### config.mk
export PLATFORM = sky130hd
export DESIGN_NAME = quad_timer
export DESIGN_NICKNAME = d
export VERILOG_FILES = /design/src/rtl/quad_timer_pkg.sv /design/src/rtl/qt_trig_sync.sv /design/src/rtl/qt_channel.sv /design/src/rtl/qt_chain.sv /design/src/rtl/quad_timer.sv
export SDC_FILE = /design/constraint.sdc
export NUM_CORES = 1
export LEC_CHECK = 0
export ABC_AREA = 1
export BUFFER_PORTS_ARGS = -buffer_cell sky130_fd_sc_hd__buf_2
export CORE_MARGIN = 3
export CORE_UTILIZATION = 50
export CTS_BUF_LIST = sky130_fd_sc_hd__clkbuf_4
export DETAILED_ROUTE_END_ITERATION = 8
export PLACE_DENSITY = 0.67
export SLEW_MARGIN = 20
export SYNTH_ARGS = -nofsm -noshare
export SYNTH_HDL_FRONTEND = slang
export SYNTH_SLANG_ARGS = --single-unit
export TNS_END_PERCENT = 5
### constraint.sdc
create_clock -name clk -period 1.8 [get_ports clk]
set_input_delay 0.18 -clock clk [delete_from_list [all_inputs] [get_ports clk]]
set_output_delay 0.18 -clock clk [all_outputs]
set_load 0.03 [all_outputs]
### src/rtl/quad_timer_pkg.sv
package quad_timer_pkg;

    localparam int DATA_W = 8;

    // Decoded per-channel configuration, captured from a control word
    typedef struct packed {
        logic int_en;
        logic counter_mode;
        logic pre_long;
        logic edge_rise;
        logic trig_start;
    } chan_cfg_t;

    typedef enum logic [1:0] {
        CH_IDLE  = 2'd0,
        CH_ARMED = 2'd1,
        CH_RUN   = 2'd2
    } ch_state_t;

    // Loaded count for a time constant; zero stands for a full 2**DATA_W span
    function automatic logic [DATA_W:0] count_span(input logic [DATA_W-1:0] tc);
        if (tc == '0)
            return {1'b1, {DATA_W{1'b0}}};
        else
            return {1'b0, tc};
    endfunction

endpackage

### src/rtl/qt_trig_sync.sv
module qt_trig_sync #(
    parameter int N = 4
) (
    input  logic         clk,
    input  logic         rst,
    input  logic [N-1:0] pin_i,
    output logic [N-1:0] rise_o,
    output logic [N-1:0] fall_o
);
    logic [N-1:0] s1, s2, s3;

    always_ff @(posedge clk) begin
        if (rst) begin
            s1 <= '0;
            s2 <= '0;
            s3 <= '0;
        end else begin
            s1 <= pin_i;
            s2 <= s1;
            s3 <= s2;
        end
    end

    assign rise_o = s2 & ~s3;
    assign fall_o = ~s2 & s3;

    for (genvar i = 0; i < N; i++) begin : g_chk
        // one physical edge yields one step request, never two in a row
        a_r5_single_rise: assert property (@(posedge clk) disable iff (rst)
            rise_o[i] |=> !rise_o[i]) else $error("a_r5_single_rise");
        a_r5_single_fall: assert property (@(posedge clk) disable iff (rst)
            fall_o[i] |=> !fall_o[i]) else $error("a_r5_single_fall");
    end
endmodule

### src/rtl/qt_channel.sv
module qt_channel
    import quad_timer_pkg::*;
#(
    parameter int CW        = DATA_W,
    parameter int PRE_SHORT = 16,
    parameter int PRE_LONG  = 256
) (
    input  logic          clk,
    input  logic          rst,
    input  logic          wr_en,
    input  logic [CW-1:0] wr_data,
    input  logic          trig_rise,
    input  logic          trig_fall,
    input  logic          ack_clr,
    output logic [CW:0]   cnt_o,
    output logic          zc_o,
    output logic          pend_o,
    output logic          await_o
);
    localparam int PREW = $clog2(PRE_LONG);
    localparam logic [PREW-1:0] LIM_SHORT = PREW'(PRE_SHORT - 1);
    localparam logic [PREW-1:0] LIM_LONG  = PREW'(PRE_LONG - 1);
    localparam logic [CW:0]     CNT_ONE   = (CW+1)'(1);

    chan_cfg_t       cfg;
    ch_state_t       state;
    logic [CW-1:0]   tc;
    logic [CW:0]     cnt;
    logic [PREW-1:0] pre;
    logic            await_tc;
    logic            zc, pend;

    logic            trig_act;
    logic [PREW-1:0] pre_lim;
    logic            tick;

    always_comb begin
        trig_act = cfg.edge_rise ? trig_rise : trig_fall;
        pre_lim  = cfg.pre_long ? LIM_LONG : LIM_SHORT;
        tick     = (state == CH_RUN) &&
                   (cfg.counter_mode ? trig_act : (pre == pre_lim));
    end

    always_ff @(posedge clk) begin
        if (rst) begin
            cfg      <= '0;
            state    <= CH_IDLE;
            tc       <= '0;
            cnt      <= '0;
            pre      <= '0;
            await_tc <= 1'b0;
            zc       <= 1'b0;
            pend     <= 1'b0;
        end else begin
            zc <= 1'b0;
            if (ack_clr)
                pend <= 1'b0;

            if (state == CH_RUN && !cfg.counter_mode)
                pre <= (pre == pre_lim) ? '0 : pre + 1'b1;

            if (tick) begin
                if (cnt == CNT_ONE) begin
                    cnt <= count_span(tc);
                    zc  <= 1'b1;
                    if (cfg.int_en)
                        pend <= 1'b1;
                end else begin
                    cnt <= cnt - 1'b1;
                end
            end

            if (state == CH_ARMED && trig_act) begin
                state <= CH_RUN;
                pre   <= '0;
            end

            if (wr_en) begin
                if (await_tc) begin
                    tc       <= wr_data;
                    await_tc <= 1'b0;
                    if (state == CH_IDLE) begin
                        cnt   <= count_span(wr_data);
                        pre   <= '0;
                        state <= (!cfg.counter_mode && cfg.trig_start) ? CH_ARMED : CH_RUN;
                    end
                end else if (wr_data[0]) begin
                    cfg.int_en       <= wr_data[7];
                    cfg.counter_mode <= wr_data[6];
                    cfg.pre_long     <= wr_data[5];
                    cfg.edge_rise    <= wr_data[4];
                    cfg.trig_start   <= wr_data[3];
                    await_tc         <= wr_data[2];
                    if (wr_data[1]) begin
                        state <= CH_IDLE;
                        pend  <= 1'b0;
                        pre   <= '0;
                    end
                end
            end
        end
    end

    assign cnt_o   = cnt;
    assign zc_o    = zc;
    assign pend_o  = pend;
    assign await_o = await_tc;

    // a running count never rests at zero, a full span is 9 bits
    a_r3_count_nonzero: assert property (@(posedge clk) disable iff (rst)
        (state == CH_RUN) |-> (cnt != '0)) else $error("a_r3_count_nonzero");

    // reaching zero with interrupts enabled leaves a request behind
    a_r7_zero_requests: assert property (@(posedge clk) disable iff (rst)
        (zc && cfg.int_en && !$past(wr_en)) |-> pend) else $error("a_r7_zero_requests");

    // a stopped or armed channel keeps its count
    a_r11_stopped_hold: assert property (@(posedge clk) disable iff (rst)
        (state != CH_RUN && !wr_en) |=> $stable(cnt)) else $error("a_r11_stopped_hold");
endmodule

### src/rtl/qt_chain.sv
module qt_chain #(
    parameter int NCH  = 4,
    parameter int CW   = 8,
    parameter int SELW = $clog2(NCH)
) (
    input  logic               clk,
    input  logic               rst,
    input  logic [NCH-1:0]     pend_i,
    input  logic               iei,
    input  logic               ack_pulse,
    input  logic               done_pulse,
    input  logic               vec_we,
    input  logic [CW-SELW-2:0] vec_hi,
    output logic [NCH-1:0]     ack_clr,
    output logic               int_req,
    output logic               ieo,
    output logic [CW-1:0]      vec_o
);
    logic [NCH-1:0]     insvc;
    logic [NCH-1:0]     req, done_sel;
    logic [SELW-1:0]    sel;
    logic [CW-SELW-2:0] base;
    logic               en;

    always_comb begin
        en       = iei;
        req      = '0;
        done_sel = '0;
        sel      = '0;
        for (int i = 0; i < NCH; i++) begin
            req[i]      = pend_i[i] & en;
            done_sel[i] = insvc[i] & en;
            en          = en & ~(pend_i[i] | insvc[i]);
        end
        for (int i = NCH - 1; i >= 0; i--) begin
            if (req[i])
                sel = SELW'(i);
        end
        ieo     = en;
        int_req = |req;
        ack_clr = ack_pulse ? req : '0;
    end

    always_ff @(posedge clk) begin
        if (rst) begin
            insvc <= '0;
            base  <= '0;
            vec_o <= '0;
        end else begin
            insvc <= (insvc & ~(done_pulse ? done_sel : '0)) | ack_clr;
            if (vec_we)
                base <= vec_hi;
            if (ack_pulse)
                vec_o <= {base, sel, 1'b0};
        end
    end

    // at most one channel is eligible at a time
    a_r8_one_winner: assert property (@(posedge clk) disable iff (rst)
        $onehot0(req)) else $error("a_r8_one_winner");

    // an acknowledged request puts a channel in service
    a_r8_ack_services: assert property (@(posedge clk) disable iff (rst)
        (ack_pulse && int_req) |=> (insvc != '0)) else $error("a_r8_ack_services");

    // a low enable-in silences the whole chain
    a_r9_iei_gate: assert property (@(posedge clk) disable iff (rst)
        !iei |-> (!int_req && !ieo)) else $error("a_r9_iei_gate");
endmodule

### src/rtl/quad_timer.sv
module quad_timer
    import quad_timer_pkg::*;
#(
    parameter int NCH       = 4,
    parameter int CW        = DATA_W,
    parameter int PRE_SHORT = 16,
    parameter int PRE_LONG  = 256
) (
    input  logic                   clk,
    input  logic                   rst,
    input  logic                   bus_cs,
    input  logic                   bus_wr,
    input  logic                   bus_rd,
    input  logic [$clog2(NCH)-1:0] bus_ch,
    input  logic [CW-1:0]          bus_wdata,
    output logic [CW-1:0]          bus_rdata,
    input  logic [NCH-1:0]         trig_in,
    output logic [NCH-1:0]         zc_out,
    output logic                   int_req,
    input  logic                   iack,
    input  logic                   svc_done,
    input  logic                   iei,
    output logic                   ieo
);
    localparam int SELW = $clog2(NCH);

    logic            wr_q, iack_q, done_q;
    logic            wr_pulse, ack_pulse, done_pulse;
    logic [NCH-1:0]  rise, fall, pend, await_tc, ack_clr, ch_we;
    logic [CW:0]     cnt_all [NCH];
    logic [CW-1:0]   vec;
    logic            vec_we;

    always_ff @(posedge clk) begin
        if (rst) begin
            wr_q   <= 1'b0;
            iack_q <= 1'b0;
            done_q <= 1'b0;
        end else begin
            wr_q   <= bus_cs & bus_wr;
            iack_q <= iack;
            done_q <= svc_done;
        end
    end

    assign wr_pulse   = bus_cs & bus_wr & ~wr_q;
    assign ack_pulse  = iack & ~iack_q;
    assign done_pulse = svc_done & ~done_q;
    assign vec_we     = wr_pulse && (bus_ch == '0) && !await_tc[0] && !bus_wdata[0];

    qt_trig_sync #(.N(NCH)) u_sync (
        .clk    (clk),
        .rst    (rst),
        .pin_i  (trig_in),
        .rise_o (rise),
        .fall_o (fall)
    );

    for (genvar i = 0; i < NCH; i++) begin : g_ch
        assign ch_we[i] = wr_pulse && (bus_ch == SELW'(i));
        qt_channel #(
            .CW        (CW),
            .PRE_SHORT (PRE_SHORT),
            .PRE_LONG  (PRE_LONG)
        ) u_ch (
            .clk       (clk),
            .rst       (rst),
            .wr_en     (ch_we[i]),
            .wr_data   (bus_wdata),
            .trig_rise (rise[i]),
            .trig_fall (fall[i]),
            .ack_clr   (ack_clr[i]),
            .cnt_o     (cnt_all[i]),
            .zc_o      (zc_out[i]),
            .pend_o    (pend[i]),
            .await_o   (await_tc[i])
        );
    end

    qt_chain #(.NCH(NCH), .CW(CW), .SELW(SELW)) u_chain (
        .clk        (clk),
        .rst        (rst),
        .pend_i     (pend),
        .iei        (iei),
        .ack_pulse  (ack_pulse),
        .done_pulse (done_pulse),
        .vec_we     (vec_we),
        .vec_hi     (bus_wdata[CW-1:SELW+1]),
        .ack_clr    (ack_clr),
        .int_req    (int_req),
        .ieo        (ieo),
        .vec_o      (vec)
    );

    always_comb begin
        if (iack)
            bus_rdata = vec;
        else if (bus_cs && bus_rd)
            bus_rdata = cnt_all[bus_ch][CW-1:0];
        else
            bus_rdata = '0;
    end

    // a held strobe yields a single write event
    a_r12_single_write: assert property (@(posedge clk) disable iff (rst)
        wr_pulse |=> !wr_pulse) else $error("a_r12_single_write");
endmodule

==> reports/qor.yml <==
global_route:
  grt_max_degree: 48
  grt_pass1_wl_mm: 41.7
  grt_pass1_vias: 8204
  antenna_found_initial: 1
  grt_overflow: 0
  grt_usage_pct: 26.3
synth:
  postSynthCellCount: 1365
  async_flop_share_pct: 0
  ys_seq_area_share_pct: 38.0
  ys_warn_count: 0
  synthFlopType: "dfxtp_1"
  yosys-top-cells-count: "282 x nand2_1, 175 x inv_1, 171 x dfxtp_1, 160 x nor2_1, 127 x nand3_1"
  synth_cell_types: 39
  syn_avg_cell_area_sq_um: 6.59
  synth_nets: 1399
  synth_top_area_cell: "dfxtp_1"
  synth_area_leaders: "dfxtp_1 38%, nand2_1 12%, inv_1 7.3%, nand3_1 7.1%, nor2_1 6.7%"
  synth_top_area_share_pct: 38.0
  synth_most_common_cell: "nand2_1"
  netlist_area_sq_um: 9000
  synth_edf_count: 0
  synth_seq_cells: 171
floorplan:
  die_y_microns: 140
  dieArea_sq_um: 19600
  core-area_sq_um: 17500
  die_w_microns: 140
  initial_core_util_pct: 51.5
  core.rowCount: 48
  ios: 36
clock_tree:
  clock-sinks: 171
  clk_pin_slew_worst_paths_ns: 0.15
  clock_path_buffers: 2
  cts_buffers: 17
  cts_root_buf: "clkbuf_4"
  clk-insertion-delay-late_ns: 0.59
  cts_max_level: 4
  cts_tree: "done"
hold_path:
  min_path_type: "in -> reg"
  hold-path-cell-count: 4
sta:
  tightest_slew_ns: 0.612
  post-route-min-period_ns: 1.94
  hold_viol_final: 0
  fin_skew_ns: 0.0244
  max_freq_mhz: 516
  worst_slack_ns: -0.139
  grt_setup_unrepaired: "yes"
  period_share_pct: 108
  relSlewSlack_pct: 59.2
  setup_viol: 9
  report.final.slew_viol_count: 0
detailed_routing:
  vias: 8864
  wl_met3_mm: 1.59
  detail-route-antenna-nets: 0
  wire_per_inst_microns: 15.2
  drt_pass1_iterations: 7
  via_per_inst: 5.28
  drtIter0Drc: 674
  topRoutingLayerUsed: "met4"
  route.detailed.drc: 0
  wl_met1_mm: 11.5
  met2WireLength_mm: 11.6
  wirelength_mm: 25.5
final_layout:
  final_util_pct: 59.0
  n_fill_cell: 1724
  fin_cells: 1679
  regArea_sq_um: 3460
  layout.nets: 1474
  drive_gt1_share_pct: 15.1
  multi_input_area_sq_um: 4740
  area_growth_pct: 14.6
critical_path:
  end_kind: "primary output"
  r2r_cells: 8
  worstSetupPathType: "reg -> out"
  worst-path-max-fanout: 6
  start_kind: "flip-flop"
  worstPathRequired_ns: 1.62
  regToRegSetupSlack_ns: 0.12
  arrival_ns: 1.76
run:
  cap_viol_max_count: 0
placed_design:
  dp_hpwl_mm: 18.4
  dp_slack_ns: 0.150
  gp_congestion: 0.950
  io_buffers: 35
  dp.cells: 1628
power_and_ir_drop:
  vdd_drop_max_mv: 0.519
  p_sw_mw: 1.84
  switching_share_pct: 26.5
  p_seq_share_pct: 55.3
  p_int_mw: 5.10
  combPwrFrac_pct: 7.1
  p_per_area_nw_per_um2: 673
  pwr-share-clk_pct: 37.6
  p_leak_nw: 4.54
outcome:
  violations: "setup timing"
  status: "finished, violations left"
==> power by group through the flow <==
stage                     clock network, mW  logic, mW  registers [mW]
after detailed placement                  0      0.446            3.92
after floorplan                           0      0.253            3.92
after CTS                              2.67      0.482            3.84
after global placement                    0      0.444            3.92
final                                  2.61      0.495            3.84
after global routing                   2.83      0.541            3.84
==> registers in the layout, indices dropped and copies added, names as in the netlist <==
name,cells
u_chain.base,5
iack_q,1
g_ch.u_ch.pre,32
g_ch.u_ch.pend_o,4
g_ch.u_ch.await_o,4
u_sync.s3,4
g_ch.u_ch.cnt_o,36
g_ch.u_ch.state,8
u_chain.vec_o,7
u_sync.s2,4
g_ch.u_ch.cfg,20
g_ch.u_ch.tc,32
u_chain.insvc,4
g_ch.u_ch.zc_o,4
u_sync.s1,4
wr_q,1
done_q,1
==> routing by layer <==
| layer | global-route usage (%) | up-vias |
|---|---|---|
| met4 | 8.67 | 0 |
| met1 | 35.0 | 3991 |
| met2 | 42.9 | 241 |
| li1 | - | 4581 |
| met3 | 5.02 | 51 |
| met5 | 0 | - |
==> critical path: stages, from the launching register on <==
cell     delay [ns]
dfxtp_1        0.34
nor2_1         0.09
nand2_1        0.10
nor3_2         0.12
buf_4          0.16
nand3_1        0.09
nand4_1        0.12
buf_6          0.14
==> area by class of cell <==
class	count	area share, %
diodes	1	0.0243
clock buffers	17	1.24
clock inverters	15	2.05
inverters	197	7.22
multi-input cells	953	46.0
flip-flops and latches	171	33.5
well taps	225	2.73
repair buffers	100	7.27
==> path summary, 6_finish.rpt <==
check / from / end
worst min-delay path: rst / g_ch[2].u_ch.cfg[4]$_SDFFE_PP0P_
worst max-delay path: u_chain.insvc[0]$_SDFF_PP0_ / int_req
worst max register to register: g_ch[0].u_ch.pre[0]$_SDFF_PP0_ / g_ch[0].u_ch.pend_o$_SDFF_PP0_
worst min register to register: u_sync.s1[2]$_SDFF_PP0_ / u_sync.s2[2]$_SDFF_PP0_
==> what timing repair did <==
action / 4_1_cts / 5_1_grt
setup endpoints to repair: 10 / 34
pin swaps: 2 / 1
hold buffers: 14 / 0
buffers inserted: 1 / 3
endpoints found under the hold margin: 13 / 0
gates resized for setup: 60 / 16
==> through the flow <==
stage / hold WS [ns] / total power, mW / setup TNS [ns] / instance area, sq um
after floorplan: 0.287 / 4.17 / 0 / 9000
after global placement: 0.387 / 4.37 / 0 / 9600
after detailed placement: 0.393 / 4.37 / 0 / 9600
after CTS: 0.0112 / 6.99 / -0.959 / 10200
after global routing: 0.0278 / 7.21 / -1.42 / 10300
final: 0.0441 / 6.94 / -0.452 / 10300
==> cell usage in the layout, fill, tap and decap left out, types with 4 or more instances in the layout <==
cell           netlist  final
dfxtp_4              0      4
nand3_1            127    126
nor2_2               5      6
nand3_2              3      4
nor2_4               5      5
nor3_2               2      5
xor2_1              15     15
dfxtp_2              0     14
o22ai_1             12      4
nand4_1             20     20
o21ai_0             71     65
buf_4                6     57
nand2_2              8     12
inv_1              175    166
bufinv_16            0      4
nand2_1            282    278
ha_1                12     12
a221oi_2             0      6
dfxtp_1            171    153
clkbuf_4             0     18
dlygate4sd3_1        0     14
inv_2               21     28
o21ai_1             56     61
inv_6                0      4
buf_2               14     24
xnor2_1              8      8
o22ai_2              0      8
a21oi_1            118    118
nor3_1              25     22
nor2_1             160    159
==> logic make-up after synthesis <==
logic type	synth area share [%]
xor+xnor	2.24
compound gates	15.9
buf+inv	10.7
fa+ha+maj	1.67
simple gates	31.5
flops	38.0
Power figures use the tool's default switching activity.
